==> src/rtl/pwrset_pkg.sv <==
package pwrset_pkg;
  localparam int NLEVEL = 3;
  localparam int DIGITS = 3;
  localparam int VAL_W  = 4 * DIGITS;

  typedef enum logic [1:0] {DIR_NONE = 2'd0, DIR_UP = 2'd1, DIR_DOWN = 2'd2} step_dir_e;

  function automatic logic [3:0] digit_next_up(input logic [3:0] d);
    return (d >= 4'd9) ? 4'd0 : d + 4'd1;
  endfunction

  function automatic logic [3:0] digit_next_down(input logic [3:0] d);
    return (d == 4'd0) ? 4'd9 : d - 4'd1;
  endfunction

  function automatic step_dir_e decode_dir(input logic up, input logic dn);
    if (up && !dn) return DIR_UP;
    if (dn && !up) return DIR_DOWN;
    return DIR_NONE;
  endfunction
endpackage

==> src/rtl/step_divider.sv <==
module step_divider #(
  parameter int DIV_RATIO = 8
) (
  input  logic clk,
  input  logic rst_n,
  input  logic clr,
  input  logic fast_tick,
  output logic step_fire
);
  localparam int CW = (DIV_RATIO > 1) ? $clog2(DIV_RATIO) : 1;
  localparam logic [CW-1:0] LAST = CW'(DIV_RATIO - 1);

  logic [CW-1:0] tick_cnt;
  logic          at_last;

  assign at_last   = (tick_cnt == LAST);
  assign step_fire = fast_tick && at_last && !clr;

  always_ff @(posedge clk or negedge rst_n) begin
    if (!rst_n)
      tick_cnt <= '0;
    else if (clr)
      tick_cnt <= '0;
    else if (fast_tick)
      tick_cnt <= at_last ? '0 : tick_cnt + 1'b1;
  end

  p_fire_needs_tick_r4: assert property (@(posedge clk) disable iff (!rst_n)
    step_fire |-> fast_tick);
  p_count_range_r4: assert property (@(posedge clk) disable iff (!rst_n)
    tick_cnt <= LAST);
  p_clear_restart_r4: assert property (@(posedge clk) disable iff (!rst_n)
    clr |=> (tick_cnt == '0));
endmodule

==> src/rtl/bcd_level_counter.sv <==
module bcd_level_counter
  import pwrset_pkg::*;
#(
  parameter int ND = DIGITS
) (
  input  logic            clk,
  input  logic            rst_n,
  input  logic            clr,
  input  logic            up_step,
  input  logic            dn_step,
  output logic [4*ND-1:0] value,
  output logic            is_max,
  output logic            is_min
);
  // true when every digit below position k equals d
  function automatic logic lower_digits_are(input logic [4*ND-1:0] v,
                                            input int k, input logic [3:0] d);
    logic r;
    r = 1'b1;
    for (int j = 0; j < ND; j++)
      if (j < k && v[4*j +: 4] != d) r = 1'b0;
    return r;
  endfunction

  function automatic logic all_digits_are(input logic [4*ND-1:0] v, input logic [3:0] d);
    return lower_digits_are(v, ND, d);
  endfunction

  assign is_max = all_digits_are(value, 4'd9);
  assign is_min = (value == '0);

  for (genvar k = 0; k < ND; k++) begin : g_digit
    logic [3:0] d_q;
    logic       inc_here, dec_here;

    assign inc_here = up_step && lower_digits_are(value, k, 4'd9);
    assign dec_here = dn_step && lower_digits_are(value, k, 4'd0);

    always_ff @(posedge clk or negedge rst_n) begin
      if (!rst_n)        d_q <= 4'd0;
      else if (clr)      d_q <= 4'd0;
      else if (inc_here) d_q <= digit_next_up(d_q);
      else if (dec_here) d_q <= digit_next_down(d_q);
    end

    assign value[4*k +: 4] = d_q;

    p_digit_decimal_r2: assert property (@(posedge clk) disable iff (!rst_n)
      d_q <= 4'd9);
  end

  p_no_step_hold_r5: assert property (@(posedge clk) disable iff (!rst_n)
    !(up_step || dn_step || clr) |=> $stable(value));
  p_clear_zero_r1: assert property (@(posedge clk) disable iff (!rst_n)
    clr |=> (value == '0));
  p_no_raise_past_max_r7: assert property (@(posedge clk) disable iff (!rst_n)
    up_step |-> !is_max);
  p_no_lower_past_min_r7: assert property (@(posedge clk) disable iff (!rst_n)
    dn_step |-> !is_min);
  p_single_direction_r6: assert property (@(posedge clk) disable iff (!rst_n)
    !(up_step && dn_step));
endmodule

==> src/rtl/pwr_setpoint_bank.sv <==
module pwr_setpoint_bank
  import pwrset_pkg::*;
#(
  parameter int DIV_RATIO = 8
) (
  input  logic             clk,
  input  logic             rst_n,
  input  logic             clr,
  input  logic             fast_tick,
  input  logic             raise_req,
  input  logic             lower_req,
  input  logic [NLEVEL-1:0] level_sel,
  input  logic             tx_on,
  output logic [VAL_W-1:0] setpoint_hi,
  output logic [VAL_W-1:0] setpoint_med,
  output logic [VAL_W-1:0] setpoint_lo,
  output logic [NLEVEL-1:0] at_max,
  output logic [NLEVEL-1:0] at_min,
  output logic             data_strobe
);
  logic              step_fire;
  step_dir_e         dir;
  logic              sel_ok;
  logic [NLEVEL-1:0] route_up, route_dn;
  logic              any_step;
  logic              strobe_d1;
  logic [VAL_W-1:0]  lvl_val [NLEVEL];

  step_divider #(.DIV_RATIO(DIV_RATIO)) u_div (
    .clk(clk), .rst_n(rst_n), .clr(clr), .fast_tick(fast_tick), .step_fire(step_fire)
  );

  assign dir    = decode_dir(raise_req, lower_req);
  assign sel_ok = $onehot(level_sel);

  for (genvar i = 0; i < NLEVEL; i++) begin : g_level
    logic gate_open;
    assign gate_open   = step_fire && tx_on && sel_ok && level_sel[i];
    assign route_up[i] = gate_open && (dir == DIR_UP)   && !at_max[i];
    assign route_dn[i] = gate_open && (dir == DIR_DOWN) && !at_min[i];

    bcd_level_counter #(.ND(DIGITS)) u_cnt (
      .clk(clk), .rst_n(rst_n), .clr(clr),
      .up_step(route_up[i]), .dn_step(route_dn[i]),
      .value(lvl_val[i]), .is_max(at_max[i]), .is_min(at_min[i])
    );
  end

  assign setpoint_hi  = lvl_val[0];
  assign setpoint_med = lvl_val[1];
  assign setpoint_lo  = lvl_val[2];

  assign any_step = |(route_up | route_dn);

  always_ff @(posedge clk or negedge rst_n) begin
    if (!rst_n) begin
      strobe_d1   <= 1'b0;
      data_strobe <= 1'b0;
    end else if (clr) begin
      strobe_d1   <= 1'b0;
      data_strobe <= 1'b0;
    end else begin
      strobe_d1   <= any_step;
      data_strobe <= strobe_d1;
    end
  end

  p_conflict_blocks_r6: assert property (@(posedge clk) disable iff (!rst_n)
    (raise_req && lower_req) |-> !any_step);
  p_multi_select_blocks_r9: assert property (@(posedge clk) disable iff (!rst_n)
    ($countones(level_sel) > 1) |-> !any_step);
  p_tx_off_blocks_r5: assert property (@(posedge clk) disable iff (!rst_n)
    !tx_on |-> !any_step);
  p_one_level_r5: assert property (@(posedge clk) disable iff (!rst_n)
    $onehot0(route_up | route_dn));
  p_strobe_follows_r8: assert property (@(posedge clk) disable iff (!rst_n || clr)
    any_step |=> ##1 data_strobe);
endmodule

==> config.mk <==
export PLATFORM = sky130hd
export DESIGN_NAME = pwr_setpoint_bank
export DESIGN_NICKNAME = d
export VERILOG_FILES = /design/src/rtl/pwrset_pkg.sv /design/src/rtl/step_divider.sv /design/src/rtl/bcd_level_counter.sv /design/src/rtl/pwr_setpoint_bank.sv
export SDC_FILE = /design/constraint.sdc
export NUM_CORES = 1
export LEC_CHECK = 0
export BUFFER_PORTS_ARGS = -buffer_cell sky130_fd_sc_hd__buf_2
export CAP_MARGIN = 20
export CORE_MARGIN = 8
export CORE_UTILIZATION = 25
export DETAILED_ROUTE_END_ITERATION = 8
export GPL_ROUTABILITY_DRIVEN = 0
export MAX_ROUTING_LAYER = met4
export SYNTH_ARGS = -nofsm -noshare
export SYNTH_HDL_FRONTEND = slang
export SYNTH_SLANG_ARGS = --single-unit
==> constraint.sdc <==
create_clock -name clk -period 3.2 [get_ports clk]
set_clock_uncertainty 0.05 [all_clocks]
set_input_delay 0.64 -clock clk [delete_from_list [all_inputs] [get_ports clk]]
set_output_delay 0.64 -clock clk [all_outputs]
set_load 0.05 [all_outputs]
==> results.yml, run 1 <==
placed_design:
  dp_hpwl_mm: 8.988
  numPortBuffers: 52
  place_inst: 761
  place_ws_ps: 14.03
  placed_cell_area_um2: 4598
worst_setup_path:
  path_buf_inv: 2
  slowest_delay_ps: 570
  end_kind: "primary output"
  r2r_start: "g_level[2].u_cnt.g_digit[1].d_q[1]"
  crit_family: "simple AND/OR/NAND/NOR gates"
  cp_cell_sequence: "inv_1 > ha_1 > or3b_2 > nor3_4 > buf_2"
  worstSetupStartpointType: "flip-flop"
  crit_start: "g_level[0].u_cnt.g_digit[0].d_q[1]"
  cp_slowest_cell: "or3b_2"
  cp.arrival_ps: 2310
  cp_data_required_time_ps: 2510
  ff2ff_path_depth: 7
  r2r-end: "g_level[2].u_cnt.g_digit[2].d_q[1]"
  critical_path_class: "flip-flop to primary output"
  ff2ff_setup_slack_ps: 490
  path_max_fanout: 7
synth:
  post-synth-top-area-fraction_pct: 24.68
  synth_ff_type: "dfrtp_1"
  netlist_area_um2: 4156
  ys_seq_area_share_pct: 24.68
  yosys_warnings: 0
  avgSynthCellArea_um2: 8.166
  synth-seq-cells: 41
  synth_async_sr_flop_share_pct: 100.0
  synth_edf_count: 0
  synth.distinct_cells: 82
  synth_cells: 509
  synth_area_leaders: "dfrtp_1, ha_1, inv_1"
  syn_nets: 551
  yosys.area.top_type: "dfrtp_1"
power_and_ir_drop:
  power_density_nw_per_um2: 396.7
  intPower_mw: 1.193
  p_leak_nw: 2.164
  p_sw_share_pct: 37.51
  switchingPower_mw: 0.7157
  combPwrFrac_pct: 31.0
  total_power_mw: 1.908
  clkPwrFrac_pct: 35.8
  seqPwrFrac_pct: 33.2
  vdd_drop_max_uv: 189.6
finish:
  drive_above_1_share_pct: 17.27
  area_growth_pct: 15.74
  nets: 591
  nFillCells: 1793
  final_cells: 771
  utilization_pct: 29.32
  fin_area_um2: 4811
clock_tree:
  clkLatencyLatePin_ps: 300
  cts_resized: 0
  clkSinkCount: 41
  cts_buffers: 5
  cts_buffer_depth: 2
  path_clk_slew_ps: 70
  cts_root_buffer: "clkbuf_16"
  cts_tree: "done"
  ctsHoldBuffers: 0
  cts_setup_buffers: 0
  htree_levels: 2
timing:
  fin_hold_ws_ps: 255.5
  relSlewSlack_pct: 60.37
  fin_crit_sh_pct: 93.67
  rsz0062_at_grt: "no"
  clock.fmax_ghz: 0.3336
  setup_viol: 0
  fin_crit_ps: 2997
  worst_slack_ps: 202.7
  finalHoldViolCount: 0
  finalSetupTns_ps: 0
  tightest_slew_ps: 593.1
  finalMaxSlewViolations: 0
detailed_routing:
  initialDrtViolationCount: 330
  via_per_inst: 5.156
  wl_per_cell_um: 15.42
  drc: 0
  via_count: 3975
  wl_mm: 11.89
  antenna_left: 0
  first_pass_iters: 6
global_routing:
  grt_max_degree: 42
  antenna_found_initial: 1
  grt_pass1_vias: 3873
  gr-total-overflow: 0
  grt_pass1_wl_mm: 20.05
  grt_usage_pct: 11.58
die:
  coreArea_um2: 16410
  die_h_um: 144.9
  ios: 53
  die-area_um2: 21010
  start_util_pct: 25.33
  rows: 47
  die_w_um: 144.9
outcome:
  status: "complete, no violations"
flow_run:
  maxCapViolCount: 0
min_path:
  hold_class: "input pin to async pin"
==> power groups by stage <==
stage | Clock (mW) | Combinational (mW) | Sequential, mW
floorplan | 0 | 0.367 | 0.720
global placement | 0 | 0.589 | 0.642
detailed placement | 0 | 0.591 | 0.641
CTS | 0.696 | 0.593 | 0.631
global route | 0.718 | 0.650 | 0.644
finish | 0.683 | 0.591 | 0.634
==> layer usage <==
| metal | global-route usage [%] | share of wire, % | vias to the layer above |
|---|---|---|---|
| met5 | - | 0 | - |
| met4 | 3.419 | 1.8 | 0 |
| met3 | 2.363 | 4.4 | 15 |
| met2 | 17.64 | 45 | 96 |
| met1 | 15.17 | 49 | 1882 |
| li1 | - | - | 1982 |
==> flip-flops by register name, summed over array words and instances (netlist names) <==
name                       count
data_strobe                    1
u_div.tick_cnt                 3
strobe_d1                      1
g_level.u_cnt.g_digit.d_q     36
==> cells by family (layout without fill, tap and decap cells) <==
group / after synthesis / in the layout / synth area share, %
mux: 11 / 11 / 2.799
flops: 41 / 41 / 24.68
fa+ha+maj: 32 / 32 / 9.813
xor+xnor: 2 / 2 / 0.4215
other cells: 0 / 1 / 0
buf+inv: 81 / 122 / 8.850
compound gates: 151 / 151 / 24.77
simple gates: 191 / 191 / 28.66
==> cell usage after synthesis, types with 3 or more instances <==
library cell,n
a211oi_1,4
a21oi_1,35
a22oi_1,4
a311oi_1,5
a31oi_1,12
and2_1,10
and3_1,8
and3b_1,6
and4_1,7
buf_2,7
buf_4,6
clkbuf_1,13
dfrtp_1,41
ha_1,31
inv_1,49
mux2_2,4
mux2i_1,6
nand2_1,25
nand2b_1,5
nand3_1,26
nand3b_1,10
nand4_1,8
nor2_1,28
nor2b_1,4
nor3_1,9
nor3b_1,8
nor4_1,6
nor4b_1,5
o211ai_1,7
o21ai_0,24
o21bai_1,6
o22ai_1,3
o311ai_0,4
o31ai_1,13
or3_1,4
or3b_2,6
==> cells in the final DEF, fill, tap and decap left out, types with 6 or more instances in the layout <==
cell and n:
buf_2 52, inv_1 49, dfrtp_1 41, a21oi_1 35, ha_1 31, nor2_1 28
nand3_1 26, nand2_1 25, o21ai_0 24, o31ai_1 13, a31oi_1 12, buf_4 12
nand3b_1 10, and2_1 10, nor3_1 9, nand4_1 8, nor3b_1 8, and3_1 8
and4_1 7, o211ai_1 7, and3b_1 6, or3b_2 6, mux2i_1 6, o21bai_1 6
nor4_1 6
==> worst max path at each step <==
stage	endpoint	depth (start not counted)
after detailed placement	g_level[0].u_cnt.g_digit[2].d_q[2]	8
after CTS	at_min[0]	5
after global placement	g_level[0].u_cnt.g_digit[2].d_q[2]	8
after floorplan	g_level[2].u_cnt.g_digit[2].d_q[1]	8
final	at_min[0]	5
after global routing	at_min[0]	5
==> layout make-up <==
type	instances	area (um2)	area share, %
diodes	1	2.502	0.05202
clock buffers	5	125.1	2.601
clock inverters	3	65.06	1.352
inverters	49	183.9	3.823
multi-input cells	387	2763	57.43
flip-flops and latches	41	1026	21.33
well taps	220	275.3	5.722
repair buffers	65	370.4	7.698
No activity file was read; power rests on OpenSTA's default activity.
==> inputs of run 2 (changes only) <==
--- a/config.mk
+++ b/config.mk
@@ -11,7 +11,6 @@
 export CORE_UTILIZATION = 25
 export DETAILED_ROUTE_END_ITERATION = 8
 export GPL_ROUTABILITY_DRIVEN = 0
-export MAX_ROUTING_LAYER = met4
 export SYNTH_ARGS = -nofsm -noshare
 export SYNTH_HDL_FRONTEND = slang
 export SYNTH_SLANG_ARGS = --single-unit
==> constraint.sdc (replaced) <==
create_clock -name clk -period 3.2 [get_ports clk]
set_clock_uncertainty 0.05 [all_clocks]
set_input_delay 0.32 -clock clk [delete_from_list [all_inputs] [get_ports clk]]
set_output_delay 0.32 -clock clk [all_outputs]
set_load 0.05 [all_outputs]
==> run 2 against run 1 <==
Count of clock-buffer cells in the layout rose by 1. Power fell by 9.7%. Critical endpoint unchanged. Critical path type unchanged. Combinational power barely moved. Cell area fell by 2.0%. Routed wire length fell by 0.49%.
==> results.yml, run 2 (same netlist as run 1, synthesis figures left out) <==
outcome:
  status: "complete, no violations"
power_and_ir_drop:
  vdd_drop_max_uv: 272.0
  p_leak_nw: 2.109
  power_density_nw_per_um2: 365.2
  total_power_mw: 1.723
placed_design:
  numPortBuffers: 52
  placed_cell_area_um2: 4546
  dp_hpwl_mm: 8.942
detailed_routing:
  via_per_inst: 5.142
  drc: 0
  antenna_left: 0
  via_count: 3934
  first_pass_iters: 5
  wl_per_cell_um: 15.46
  wl_mm: 11.83
  initialDrtViolationCount: 353
finish:
  reg_top3: "g_level.u_cnt.g_digit.d_q (36), u_div.tick_cnt (3)"
  layout_common_cells: "buf_2, inv_1, dfrtp_1, a21oi_1, ha_1"
  largest_reg_flops: 36
  fin_area_um2: 4717
  drive_above_1_share_pct: 15.99
  area_growth_pct: 13.49
  largest_register: "g_level.u_cnt.g_digit.d_q"
  final_common_cell: "buf_2"
  nets: 585
timing:
  fin_crit_sh_pct: 83.89
  finalHoldViolCount: 0
  relSlewSlack_pct: 61.21
  setup_viol: 0
  rsz0062_at_grt: "no"
  fin_crit_ps: 2685
  clock.fmax_ghz: 0.3725
  tightest_slew_ps: 576.9
  finalSetupTns_ps: 0
  finalMaxSlewViolations: 0
clock_tree:
  clkSinkCount: 41
  cts_root_buffer: "clkbuf_16"
  clkLatencyLatePin_ps: 280
  htree_levels: 2
  cts_tree: "done"
  cts_buffer_depth: 2
  path_clk_slew_ps: 60
  cts_buffers: 5
  cts_setup_buffers: 0
  cts_resized: 0
worst_setup_path:
  cp_slowest_cell: "or3b_2"
  slowest_delay_ps: 570
  cp_cell_sequence: "inv_1 > ha_1 > or3b_2 > nor3_4 > buf_2"
  cp_data_required_time_ps: 2830
  crit_family: "simple AND/OR/NAND/NOR gates"
  worstSetupStartpointType: "flip-flop"
  path_buf_inv: 2
  path_max_fanout: 8
  cp.arrival_ps: 2310
  end_kind: "primary output"
  critical_path_class: "flip-flop to primary output"
die:
  die_w_um: 144.9
  start_util_pct: 25.33
  ios: 53
  die-area_um2: 21010
  rows: 47
  die_h_um: 144.9
  coreArea_um2: 16410
min_path:
  hold_class: "input pin to flip-flop"
flow_run:
  maxCapViolCount: 0
global_routing:
  grt_pass1_vias: 3704
  grt_pass1_wl_mm: 19.46
  grt_max_degree: 42
  grt_usage_pct: 10.88
  antenna_found_initial: 0
  gr-total-overflow: 0
==> run 2: cell count changes in the layout (fill, tap and decap cells not counted), sizes merged <==
| cell | before | now |
|---|---|---|
| dlygate4sd3 | 0 | 1 |
| clkinv | 1 | 2 |
| bufinv | 2 | 0 |
| buf | 65 | 58 |
| clkbuf | 5 | 6 |
==> run 2: worst paths after layout <==
kind,from,endpoint,slack [ps],cells after the start
worst max-delay path,g_level[0].u_cnt.g_digit[0].d_q[0],at_min[0],520,5
worst min-delay path,fast_tick,u_div.tick_cnt[2],300,3
worst max register to register,g_level[0].u_cnt.g_digit[0].d_q[0],g_level[0].u_cnt.g_digit[0].d_q[2],600,7
worst min register to register,strobe_d1,data_strobe,430,1
max in group asynchronous,rst_n,g_level[2].u_cnt.g_digit[2].d_q[2],2160,3
min in group asynchronous,rst_n,g_level[1].u_cnt.g_digit[2].d_q[0],450,2
==> run 2: layout make-up <==
cell class | count | area [um2]
Sequential cell | 41 | 1026
Inverter | 49 | 183.9
Multi-Input combinational cell | 387 | 2763
Antenna cell | 1 | 2.502
Fill cell | 1788 | 11690
Clock buffer | 6 | 128.9
Timing Repair Buffer | 59 | 327.8
Clock inverter | 2 | 10.01
Tap cell | 220 | 275.3
==> run 2: metrics by stage <==
step	cells	util, %	setup slack (ps)	hold slack, ps
after CTS	762	28.55	518.4	200.1
after global placement	754	27.71	300.8	433.9
after floorplan	509	-	650.1	-25.59
final	765	28.75	515.5	296.9
after global routing	764	28.73	415.2	318.8
after detailed placement	754	27.71	266.8	415.9
==> run 2: what timing repair did <==
item | in CTS | in global routing
endpoints found under the hold margin | 0 | 14
endpoints found under the setup margin | 0 | 0
hold buffers | 0 | 1
==> run 2: report_power, final <==
part,internal (mW),leakage [nW],total (mW),switching [mW]
logic,0.193,1.48,0.593,0.399
clock network,0.287,0.0706,0.496,0.209
registers,0.552,0.556,0.634,0.0819
==> run 2: per-layer routing <==
layer  routed length, um  track usage (%)
met1                5832            15.16
met2                5344            17.15
met3                 584            2.239
met4                  68            1.683
met5                   0                0
==> run 2: worst min-delay path: stages <==
cell and delay [ps]:
buf_2 120, mux2i_1 70, nor2_1 70
==> inputs of run 3 (changes only) <==
--- a/config.mk
+++ b/config.mk
@@ -5,6 +5,7 @@
 export SDC_FILE = /design/constraint.sdc
 export NUM_CORES = 1
 export LEC_CHECK = 0
+export ABC_AREA = 1
 export BUFFER_PORTS_ARGS = -buffer_cell sky130_fd_sc_hd__buf_2
 export CAP_MARGIN = 20
 export CORE_MARGIN = 8
==> constraint.sdc (replaced) <==
create_clock -name clk -period 2.2 [get_ports clk]
set_clock_uncertainty 0.05 [all_clocks]
set_input_delay 0.22 -clock clk [delete_from_list [all_inputs] [get_ports clk]]
set_output_delay 0.22 -clock clk [all_outputs]
set_load 0.05 [all_outputs]
==> run 3 against run 2 <==
Count of clock-buffer cells in the layout rose by 2. Clock power increased by 47%. Combinational power shrank 84%. Worst hold slack worse by 50 ps. Core utilization grew 1.7 points. Global-route usage grew 0.33 points. Final cell count is 18% higher. Largest cell class unchanged. Largest power group unchanged. Highest routed layer is now met5.
==> results.yml, run 3 <==
outcome:
  status: "complete, no violations"
die:
  coreArea_um2: 16410
  die-area_um2: 20930
  rows: 47
  die_h_um: 144.7
  die_w_um: 144.7
  start_util_pct: 25.23
  ios: 53
placed_design:
  placed_cell_area_um2: 4791
  dp_hpwl_mm: 9.016
  numPortBuffers: 52
  place_ws_ps: 32.37
  place_inst: 892
worst_setup_path:
  timing.critical_path.mode_cell: "inv_1"
  path_buf_inv: 3
  worstSetupStartpointType: "flip-flop"
  crit_family: "simple AND/OR/NAND/NOR gates"
  r2r_start: "u_div.tick_cnt[0]"
  cp_slowest_cell: "dfrtp_1"
  slowest_delay_ps: 420
  cp_cell_sequence: "inv_1 > ha_1 > nand2_2 > nor2_2 > nand3_2 > inv_1 > clkbuf_4"
  path_max_fanout: 5
  end_kind: "primary output"
  cp.arrival_ps: 1810
  critical_path_class: "flip-flop to primary output"
  ff2ff_path_depth: 10
  ff2ff_setup_slack_ps: 230
  r2r-end: "g_level[0].u_cnt.g_digit[1].d_q[3]"
  cp_data_required_time_ps: 1930
timing:
  clock.fmax_ghz: 0.4807
  worst_slack_ps: 119.7
  relSlewSlack_pct: 61.65
  tightest_slew_ps: 575.3
  finalMaxSlewViolations: 0
  finalHoldViolCount: 0
  setup_viol: 0
  rsz0062_at_grt: "yes"
  fin_crit_ps: 2080
  fin_crit_sh_pct: 94.56
  finalSetupTns_ps: 0
synth:
  synth_async_sr_flop_share_pct: 100.0
  post-synth-top-area-fraction_pct: 24.79
  ys_seq_area_share_pct: 24.79
  avgSynthCellArea_um2: 6.819
  synth_most_common_cell: "nand2_1"
  syn_nets: 649
  synth.distinct_cells: 39
  synth_ff_type: "dfrtp_1"
  yosys_warnings: 0
  synth_area_leaders: "dfrtp_1, nand2_1, ha_1"
  synth_cells: 607
  synth_edf_count: 0
  netlist_area_um2: 4139
  synth-seq-cells: 41
  yosys-top-cells-count: "nand2_1, inv_1, nand3_1, nor2_1, dfrtp_1"
  yosys.area.top_type: "dfrtp_1"
detailed_routing:
  via_per_inst: 4.568
  first_pass_iters: 4
  drc: 0
  via_count: 4116
  wl_mm: 11.36
  initialDrtViolationCount: 231
  wl_per_cell_um: 12.61
  antenna_left: 0
finish:
  layout_common_cells: "nand2_1, inv_1, buf_2, nor2_1, nand3_1"
  n_antenna_cell: 0
  multi_input_area_um2: 2750
  largest_register: "g_level.u_cnt.g_digit.d_q"
  largest_reg_flops: 36
  nFillCells: 1825
  nets: 722
  reg_top3: "g_level.u_cnt.g_digit.d_q (36), u_div.tick_cnt (3)"
  final_cells: 901
  final_common_cell: "nand2_1"
  area_growth_pct: 20.80
  drive_above_1_share_pct: 24.52
  register_area_um2: 1026
  utilization_pct: 30.47
  fin_area_um2: 5000
global_routing:
  grt_pass1_vias: 3905
  antenna_found_initial: 1
  grt_max_degree: 42
  grt_pass1_wl_mm: 19.00
  gr-total-overflow: 0
  grt_usage_pct: 11.21
clock_tree:
  cts_root_buffer: "clkbuf_16"
  clkSinkCount: 41
  clkLatencyLatePin_ps: 290
  path_clk_slew_ps: 60
  cts_buffer_depth: 2
  cts_tree: "done"
  htree_levels: 2
  cts_buffers: 5
power_and_ir_drop:
  power_density_nw_per_um2: 316.1
  vdd_drop_max_uv: 256.6
  p_leak_nw: 2.687
min_path:
  hold_class: "input pin to flip-flop"
  min_to: "u_div.tick_cnt[2]"
  whs_path_depth: 4
  hp-start: "clr"
flow_run:
  maxCapViolCount: 0
[run 3: worst reg2reg max path, cell delays in order (launching register included)]
cell,delay [ps]
dfrtp_1,380
ha_1,170
ha_1,200
nand2_2,110
nor2_8,170
nand3_2,130
inv_2,130
nand4_2,180
a21oi_2,250
nand2_1,80
nand2_1,60
[run 3: worst max path at each step]
stage | startpoint | to | slack [ps] | depth (start not counted)
floorplan | g_level[2].u_cnt.g_digit[0].d_q[1] | g_level[2].u_cnt.g_digit[0].d_q[0] | 110 | 12
global placement | level_sel[1] | g_level[2].u_cnt.g_digit[1].d_q[1] | 30 | 12
detailed placement | level_sel[1] | g_level[2].u_cnt.g_digit[2].d_q[0] | 30 | 12
CTS | g_level[0].u_cnt.g_digit[1].d_q[1] | at_min[0] | 10 | 7
global route | g_level[1].u_cnt.g_digit[0].d_q[1] | at_max[1] | -9 | 7
finish | g_level[0].u_cnt.g_digit[0].d_q[1] | at_min[0] | 120 | 7
[run 3: kinds of logic after synthesis]
| group | count (synthesis) | synth area share (%) |
|---|---|---|
| flops | 41 | 24.79 |
| fa+ha+maj | 32 | 9.855 |
| compound gates | 60 | 8.102 |
| buf+inv | 99 | 10.04 |
| xor+xnor | 11 | 2.328 |
| simple gates | 364 | 44.89 |
[run 3: per-layer routing]
metal	up-vias	share of wire [%]	global-route usage (%)
met4	2	0.72	2.300
met1	1909	48	14.45
met5	-	0.15	0
met3	8	4.3	2.395
met2	68	47	18.84
li1	2129	-	-
[run 3: through the flow]
stage	total power [mW]	hold slack, ps
final	1.581	247.1
after global routing	1.644	262.6
after CTS	1.613	239.3
after detailed placement	0.8675	299.2
after global placement	0.8663	294.5
after floorplan	0.8154	-125.6
[run 3: repair_timing]
action	4_1_cts	5_1_grt
hold buffers	1	0
hold endpoints to repair	28	0
gates resized for setup	3	14
endpoints found under the setup margin	2	7
buffers inserted	0	0
[run 3: report_power, final]
part / internal (mW) / switching, mW
sequential: 0.757 / 0.00239
clock: 0.423 / 0.305
combinational: 0.0254 / 0.0679
total: 1.21 / 0.375
[run 3: final cells by class]
type                    count  share of cell area [%]
clock buffers               8                   2.728
inverters                  84                   6.431
multi-input cells         467                   55.01
flip-flops and latches     41                   20.52
well taps                 220                   5.506
repair buffers             81                   9.810
